### src/rtl/word_loader_pkg.sv
package word_loader_pkg;

  typedef enum logic {
    ADDR_AUTO     = 1'b0,
    ADDR_EXPLICIT = 1'b1
  } addr_mode_e;

  localparam int DEF_DW    = 16;
  localparam int DEF_DEPTH = 64;

  // Default memory word at a given index
  function automatic logic [DEF_DW-1:0] default_word(input logic [DEF_DW-1:0] pattern,
                                                     input int unsigned idx);
    logic [DEF_DW-1:0] w;
    w = DEF_DW'(idx);
    return pattern ^ w;
  endfunction

endpackage

### src/rtl/wl_host_regs.sv
module wl_host_regs #(
  parameter int DW         = 16,
  parameter int AW         = 6,
  parameter bit IRQ_ENABLE = 1'b1
) (
  input  logic          clk,
  input  logic          rst_n,
  input  logic          data_we,
  input  logic [DW-1:0] data_in,
  input  logic          addr_we,
  input  logic [AW-1:0] addr_in,
  input  logic          load_set,
  input  logic          hold,
  output logic [DW-1:0] data_q,
  output logic [AW-1:0] addr_q,
  output logic          flag_q,
  output logic          fire,
  output logic          irq
);

  // The store happens in the flag cycle unless the pointer clear holds it off
  assign fire = flag_q & ~hold;

  always_ff @(posedge clk) begin
    if (!rst_n) begin
      flag_q <= 1'b0;
    end else if (fire) begin
      flag_q <= 1'b0;
    end else if (!flag_q && load_set) begin
      flag_q <= 1'b1;
    end
  end

  // Holding registers are frozen while a load is pending
  always_ff @(posedge clk) begin
    if (!rst_n) begin
      data_q <= '0;
      addr_q <= '0;
    end else if (!flag_q) begin
      if (data_we) data_q <= data_in;
      if (addr_we) addr_q <= addr_in;
    end
  end

  generate
    if (IRQ_ENABLE) begin : g_irq
      logic irq_q;
      always_ff @(posedge clk) begin
        if (!rst_n) irq_q <= 1'b0;
        else        irq_q <= fire;
      end
      assign irq = irq_q;
    end else begin : g_no_irq
      assign irq = 1'b0;
    end
  endgenerate

endmodule

### src/rtl/wl_pointer.sv
module wl_pointer #(
  parameter int DEPTH = 64,
  parameter int AW    = $clog2(DEPTH)
) (
  input  logic          clk,
  input  logic          rst_n,
  input  logic          clr,
  input  logic          step,
  output logic [AW-1:0] ptr,
  output logic          full
);

  localparam logic [AW-1:0] LAST = AW'(DEPTH - 1);

  always_ff @(posedge clk) begin
    if (!rst_n || clr) begin
      ptr  <= '0;
      full <= 1'b0;
    end else if (step) begin
      if (ptr == LAST) begin
        ptr  <= '0;
        full <= 1'b1;
      end else begin
        ptr <= ptr + 1'b1;
      end
    end
  end

endmodule

### src/rtl/wl_ram.sv
module wl_ram
  import word_loader_pkg::*;
#(
  parameter int          DW           = 16,
  parameter int          DEPTH        = 64,
  parameter int          AW           = $clog2(DEPTH),
  parameter logic [15:0] INIT_PATTERN = 16'hA5C3
) (
  input  logic          clk,
  input  logic          rst_n,
  input  logic          we,
  input  logic [AW-1:0] waddr,
  input  logic [DW-1:0] wdata,
  input  logic          rd_en,
  input  logic [AW-1:0] rd_addr,
  output logic          rd_valid,
  output logic [DW-1:0] rd_data
);

  logic [DW-1:0] mem [DEPTH];
  logic          collide;
  logic          rd_take;

  initial begin
    for (int i = 0; i < DEPTH; i++) begin
      mem[i] = DW'(default_word(DEF_DW'(INIT_PATTERN), i));
    end
  end

  assign collide = we && (rd_addr == waddr);
  assign rd_take = rd_en && !collide;

  always_ff @(posedge clk) begin
    if (we) mem[waddr] <= wdata;
  end

  always_ff @(posedge clk) begin
    if (!rst_n) begin
      rd_valid <= 1'b0;
      rd_data  <= '0;
    end else begin
      rd_valid <= rd_take;
      if (rd_take) rd_data <= mem[rd_addr];
    end
  end

endmodule

### src/rtl/word_loader.sv
module word_loader
  import word_loader_pkg::*;
#(
  parameter int          DW           = 16,
  parameter int          DEPTH        = 64,
  parameter bit          IRQ_ENABLE   = 1'b1,
  parameter logic [15:0] INIT_PATTERN = 16'hA5C3,
  localparam int         AW           = $clog2(DEPTH)
) (
  input  logic          clk,
  input  logic          rst_n,
  input  logic          data_we_i,
  input  logic [DW-1:0] data_i,
  input  logic          addr_we_i,
  input  logic [AW-1:0] addr_i,
  input  logic          load_set_i,
  input  logic          explicit_mode_i,
  input  logic          ptr_clr_i,
  output logic          load_flag_o,
  output logic          done_irq_o,
  output logic [AW-1:0] ptr_o,
  output logic          full_o,
  input  logic          rd_en_i,
  input  logic [AW-1:0] rd_addr_i,
  output logic          rd_valid_o,
  output logic [DW-1:0] rd_data_o
);

  addr_mode_e    mode;
  logic [DW-1:0] data_q;
  logic [AW-1:0] addr_q;
  logic          wr_fire;
  logic [AW-1:0] wr_addr;
  logic          ptr_step;

  assign mode = explicit_mode_i ? ADDR_EXPLICIT : ADDR_AUTO;

  wl_host_regs #(
    .DW(DW), .AW(AW), .IRQ_ENABLE(IRQ_ENABLE)
  ) u_regs (
    .clk      (clk),
    .rst_n    (rst_n),
    .data_we  (data_we_i),
    .data_in  (data_i),
    .addr_we  (addr_we_i),
    .addr_in  (addr_i),
    .load_set (load_set_i),
    .hold     (ptr_clr_i),
    .data_q   (data_q),
    .addr_q   (addr_q),
    .flag_q   (load_flag_o),
    .fire     (wr_fire),
    .irq      (done_irq_o)
  );

  assign wr_addr  = (mode == ADDR_EXPLICIT) ? addr_q : ptr_o;
  assign ptr_step = wr_fire && (mode == ADDR_AUTO);

  wl_pointer #(
    .DEPTH(DEPTH), .AW(AW)
  ) u_ptr (
    .clk   (clk),
    .rst_n (rst_n),
    .clr   (ptr_clr_i),
    .step  (ptr_step),
    .ptr   (ptr_o),
    .full  (full_o)
  );

  wl_ram #(
    .DW(DW), .DEPTH(DEPTH), .AW(AW), .INIT_PATTERN(INIT_PATTERN)
  ) u_ram (
    .clk      (clk),
    .rst_n    (rst_n),
    .we       (wr_fire),
    .waddr    (wr_addr),
    .wdata    (data_q),
    .rd_en    (rd_en_i),
    .rd_addr  (rd_addr_i),
    .rd_valid (rd_valid_o),
    .rd_data  (rd_data_o)
  );

endmodule

### config.mk
export PLATFORM = sky130hd
export DESIGN_NAME = word_loader
export DESIGN_NICKNAME = d
export VERILOG_FILES = /design/src/rtl/word_loader_pkg.sv /design/src/rtl/wl_host_regs.sv /design/src/rtl/wl_pointer.sv /design/src/rtl/wl_ram.sv /design/src/rtl/word_loader.sv
export SDC_FILE = /design/constraint.sdc
export NUM_CORES = 1
export LEC_CHECK = 0
export BUFFER_PORTS_ARGS = -buffer_cell sky130_fd_sc_hd__clkbuf_2
export CAP_MARGIN = 20
export CORE_ASPECT_RATIO = 0.5
export CORE_MARGIN = 8
export CORE_UTILIZATION = 40
export DETAILED_ROUTE_END_ITERATION = 16
export PLACE_DENSITY = 0.55
export SETUP_SLACK_MARGIN = 0.2
export SLEW_MARGIN = 5
export SYNTH_ARGS = -nofsm -noshare
export SYNTH_HDL_FRONTEND = slang
export SYNTH_HIERARCHICAL = 1
export SYNTH_SLANG_ARGS = --single-unit
### constraint.sdc
create_clock -name clk -period 5.07 [get_ports clk]
set_clock_uncertainty 0.1 [all_clocks]
set_input_delay 0.507 -clock clk [delete_from_list [all_inputs] [get_ports clk]]
set_output_delay 0.507 -clock clk [all_outputs]
set_load 0.005 [all_outputs]
==> results.toml, run 1 <==
[finish]
fin_nets = 2256
final_cell_area_um2 = 47520
area_growth_pct = 14.08
fillers = 8633
drive_gt1_share_pct = 26.64

[timing]
finalSetupTns_ns = 0
fmax_ghz = 0.3297
drv_slew = 0
fin_crit_ns = 3.033
setup_viol = 0
rsz0062_at_grt = "no"
relSlewSlack_pct = 38.34
tightest_slew_ns = 0.9249
hold_viol_final = 0
finalCritPeriodShare_pct = 59.83

[critical_path]
crit_path_end = "u_ram/rd_data[9]"
critPathTopFamily = "multiplexers"
crit_buf_inv = 2
end_kind = "register"
startpoint = "rd_addr_i[0]"
path_class = "input port to register"
startpoint_type = "input port"
r2r_slack_ns = 2.14
crit_path_frequent_cell = "mux4_2"
worstReg2RegEnd = "u_ram/rd_data[7]"
crit_cells = 6
crit_chain = "buf_8, buf_4, mux4_2, mux4_2, a22oi_1, o211ai_1"
worst_ep_arrival_time_ns = 3.46
cp.required_ns = 5.50
path_max_fanout = 53
cp_slowest_cell = "a22oi_1"
reg2regPathDepth = 7
r2r-start = "u_ptr/ptr[0]"
cpPeakStageDelay_ns = 0.61

[clock_tree]
cts_buffers = 97
clock-sinks = 1072
cts_tree = "yes"
post_cts_resized = 0
root_buffer = "clkbuf_16"
clock_latency_ns = 0.68
htree_levels = 3
cts_buffer_depth = 3
post_cts.repair.setup_buffers = 0
path_clk_slew_ns = 0.07

[detailed_routing]
vias = 20810
wirelength_um = 106500
drtPass1Iterations = 5
drc_errors = 0
drt_iter0_drc = 2035
ant_nets = 0
wire_per_inst_um = 28.74
viasPerCell = 5.616

[logic_synthesis]
synthArstFlopShare_pct = 0
avgSynthCellArea_um2 = 20.45
synth_cell_types = 55
synthFlopType = "edfxtp_1"
synth-edff-count = 1024
netlist_area_um2 = 41660
ys_ff_latch = 1072
ys_warn_count = 6
ys_seq_area_share_pct = 76.12
synth_fp_nets = 2074
synthCells = 2037

[floorplanning]
ios = 62
placementRows = 83
fp.dieW_um = 472.4
die_y_um = 244.2
initial_core_util_pct = 40.48
die_area_um2 = 115400
core_um2 = 102900

[run_status]
status = "complete, no violations"

[place]
portBuffers = 61
placed_area_um2 = 44130
routabilityCongestion = 0.8051
hpwl_um = 61490

[global_routing]
grt_max_degree = 66
grt_pass1_vias = 20890
track_usage_pct = 18.08
globalRoute.totalOverflow = 0
antenna_found_initial = 5
grt_pass1_wl_um = 152200

[pwr]
leakage_nw = 16.15
ir_drop_v = 0.0002422
cellPowerDensity_nw_per_um2 = 380.9

[run]
drv_cap = 0

[min_path]
min_path_type = "input port to register"
hold_path_depth = 3
==> worst register-to-register path, delay by kind of cell, from the launching register on <==
family                    cells  cell delay (ns)
AOI/OAI and AO/OA             3             1.00
buffers and inverters         1             0.24
and+or+nand+nor               1             0.46
muxes                         1             0.40
DFF                           1             0.39
xor gates and xnor gates      1             0.20
==> layout make-up <==
| type | count | area (um2) | area share [%] |
|---|---|---|---|
| multi-input combinational | 847 | 9339 | 19.65 |
| clock buffer | 132 | 2704 | 5.690 |
| clock inverter | 49 | 449.2 | 0.9452 |
| antenna | 2 | 5.005 | 0.01053 |
| sequential | 1072 | 31730 | 66.77 |
| tap | 1402 | 1754 | 3.691 |
| inverter | 3 | 11.26 | 0.02370 |
| timing repair buffer | 198 | 1529 | 3.217 |
==> where the power goes <==
group	internal, mW	switching, mW	leakage [nW]
Combinational	0.341	0.586	4.26
Sequential	9.76	0.0505	10.3
Clock	4.15	3.22	1.55
==> cells by family after synthesis <==
kind of cell | share of synthesized area [%]
compound gates | 3.256
xor+xnor | 0.2102
fa+ha+maj | 0.03003
buf+inv | 1.709
flops | 76.12
mux | 15.98
simple gates | 2.688
==> what timing repair did <==
item / in CTS / in global routing
hold buffers: 23 / 0
endpoints found under the setup margin: 0 / 0
hold endpoints to repair: 23 / 0
==> worst min-delay path by stage <==
stage                          start          endpoint  slack (ns)
floorplan           u_regs/addr_q[0]  u_regs/addr_q[0]        0.33
global placement    u_regs/data_q[8]  u_regs/data_q[8]        0.34
detailed placement  u_regs/data_q[5]  u_regs/data_q[5]        0.34
CTS                        ptr_clr_i     u_regs/flag_q       0.007
global route               ptr_clr_i        u_ptr/full        0.05
finish                     ptr_clr_i     u_regs/flag_q        0.06
==> registers in the layout, summed over array words and instances (netlist names) <==
signal,count
u_ptr/full,1
u_ptr/ptr,6
u_ram/mem,1024
u_ram/rd_data,16
u_ram/rd_valid,1
u_regs/addr_q,6
u_regs/data_q,16
u_regs/flag_q,1
u_regs/irq,1
==> cell usage after synthesis, drive strengths merged, types with 18 or more instances <==
cell	count	share of area (%)
nor2	77	0.69
mux4	201	11
mux2i	169	4.1
o22ai	20	0.30
buf	79	1.3
o21ai	18	0.22
a22o	20	0.42
dfxtp	48	2.3
mux2	37	1.1
a22oi	37	0.67
edfxtp	1024	74
nand2	107	0.96
clkbuf	36	0.33
==> per-stage QoR <==
step	util, %	instances	setup WS, ns	hold slack [ns]	power [mW]
after floorplan	-	2037	1.862	0.3343	10.54
after global placement	42.86	3498	1.269	0.3426	10.91
after detailed placement	42.88	3499	1.230	0.3449	10.93
after CTS	46.17	3703	2.000	0.006686	18.27
after global routing	46.17	3703	1.827	0.05198	18.65
final	46.18	3705	2.037	0.05554	18.10
==> layout by cell type, fill, tap and decap left out, types with 16 or more instances in the layout <==
cell	n
o21ai_0	16
clkinv_2	18
mux4_2	201
clkinv_1	16
a22o_1	20
clkbuf_2	57
a22oi_1	37
nand2_1	107
mux2i_1	169
edfxtp_1	1024
dfxtp_2	16
clkbuf_16	101
mux2_2	31
nor2_2	27
nor2_1	49
o22ai_1	20
dlygate4sd3_1	23
dfxtp_1	32
clkbuf_1	25
buf_4	107
==> per-layer routing <==
| metal | part of all wire, % | vias to the layer above | track usage, % |
|---|---|---|---|
| met3 | 7.2 | 151 | 3.426 |
| met4 | 2.8 | 0 | 5.130 |
| li1 | - | 8785 | - |
| met1 | 43 | 11110 | 25.83 |
| met5 | 0 | - | 0 |
| met2 | 47 | 763 | 28.49 |
No activity file was read; power rests on OpenSTA's default activity.
==> inputs of run 2 (changes only) <==
Settings changed: PLACE_DENSITY 0.55 to 0.57.
Clock period 5.07 ns to 2.6 ns, I/O delays scaled along.
==> run 2 against run 1 <==
Count of clock-buffer cells in the layout decreased by 17. Hold slack gained 0.057 ns. Clock power rose by 99%. Total power is 99% higher. Register-to-register slack lost 1.9 ns. Core utilization increased by 2.3 points. Combinational power increased by 120%. Sequential share of layout area decreased by 3.2 points. Via count increased by 3.7%. Critical endpoint is now u_ram/rd_data[2]. Largest cell class unchanged. Largest power group unchanged.
==> results.toml, run 2 (synthesis results as in run 1) <==
[run_status]
status = "complete, no violations"

[finish]
largest_register_ffs = 1024
largest_registers = "u_ram/mem (1024), u_ram/rd_data (16), u_regs/data_q (16)"
layout_common_cells = "edfxtp_1 (1024), mux4_2 (201), mux2i_1 (169)"
utilization_pct = 48.49
fin_nets = 2402
final_cell_area_um2 = 49910
drive_gt1_share_pct = 31.22
max_flop_register = "u_ram/mem"
mostFrequentLayoutCell = "edfxtp_1"
area_growth_pct = 19.81

[clock_tree]
cts_tree = "yes"
htree_levels = 3
clock_latency_ns = 0.68
root_buffer = "clkbuf_16"
path_clk_slew_ns = 0.07
cts_buffer_depth = 3
cts_buffers = 96
clock-sinks = 1072

[global_routing]
antenna_found_initial = 3
grt_pass1_wl_um = 154100
grt_max_degree = 66
track_usage_pct = 18.34
grt_pass1_vias = 21470
met3_usage_pct = 4.219
globalRoute.totalOverflow = 0
grtUsageMet1_pct = 26.38
grt-busiest-layer = "met2"
use_met2_pct = 28.06

[floorplanning]
die_area_um2 = 115400
core_um2 = 102900
die_y_um = 244.2
ios = 62
placementRows = 83
fp.dieW_um = 472.4
initial_core_util_pct = 40.48

[detailed_routing]
wire_per_inst_um = 28.03
viasPerCell = 5.603
ant_nets = 0
drt_iter0_drc = 2201
drtPass1Iterations = 7
vias = 21580
wirelength_um = 108000
drc_errors = 0

[timing]
relSlewSlack_pct = 28.45
drv_slew = 0
hold_viol_final = 0
rsz0062_at_grt = "no"
tightest_slew_ns = 1.071
fin_crit_ns = 2.384
finalCritPeriodShare_pct = 91.71
fmax_ghz = 0.4194
setup_viol = 0

[critical_path]
path_max_fanout = 8
end_kind = "register"
worst_ep_arrival_time_ns = 2.92
startpoint_type = "register"
path_class = "register to register"
cp.required_ns = 3.13

[place]
hpwl_um = 65980
placed_area_um2 = 46260
routabilityCongestion = 0.7966
portBuffers = 61

[run]
drv_cap = 0

[pwr]
cellPowerDensity_nw_per_um2 = 720.4
ir_drop_v = 0.0004586
leakage_nw = 17.19

[min_path]
min_path_type = "input port to register"
[run 2: metal layers]
layer,wire (um),vias to the layer above
li1,-,9080
met1,47110,11490
met2,48680,861
met3,9106,144
met4,3074,2
met5,13,-
[run 2: cell type report]
type                            instances  area (um2)
Multi-Input combinational cell        847        9363
Clock inverter                         65       663.1
Sequential cell                      1072       31730
Antenna cell                            3       7.507
Fill cell                            8357       53010
Clock buffer                          115        2599
Inverter                                3       11.26
Tap cell                             1402        1754
Timing Repair Buffer                  345        3776
[run 2: path summary, 6_finish.rpt]
path,to,startpoint,slack [ns],depth (start not counted)
worst min register to register,u_regs/data_q[5],u_regs/data_q[5],0.35,2
worst max-delay path,u_ram/rd_data[2],u_ptr/ptr[5],0.22,7
worst max register to register,u_ram/rd_data[2],u_ptr/ptr[5],0.22,7
worst min-delay path,u_regs/data_q[5],rst_n,0.11,4
[run 2: power breakdown]
group	leakage, nW	internal, mW	switching, mW
clock	1.59	8.43	6.29
combinational	5.26	0.880	1.17
sequential	10.3	19.0	0.162
[run 2: worst max-delay path, stage by stage (launching register included)]
cell and delay (ns):
dfxtp_1 0.36, mux2_4 0.35, xor2_1 0.18, or3_1 0.18, o2111ai_2 0.14, buf_6 0.21
a2111oi_0 0.61, a311o_1 0.19
[run 2: through the flow]
stage / setup TNS (ns) / hold slack (ns) / power [mW] / worst slack (ns) / std cells
floorplan: 0 / 0.3021 / 20.56 / 0.04126 / 2037
global placement: -0.8634 / 0.3447 / 21.54 / -0.2327 / 3635
detailed placement: -0.7414 / 0.3479 / 21.57 / -0.2069 / 3635
CTS: 0 / 0.05224 / 36.23 / 0.2441 / 3849
global route: 0 / 0.09610 / 36.99 / 0.1993 / 3849
finish: 0 / 0.1128 / 35.95 / 0.2156 / 3852
[run 2: what timing repair did]
item | 4_1_cts | 5_1_grt
hold endpoints to repair | 32 | 0
gates resized for setup | 1 | 11
hold buffers | 32 | 0
endpoints found under the setup margin | 6 | 672
setup buffers | 2 | 0
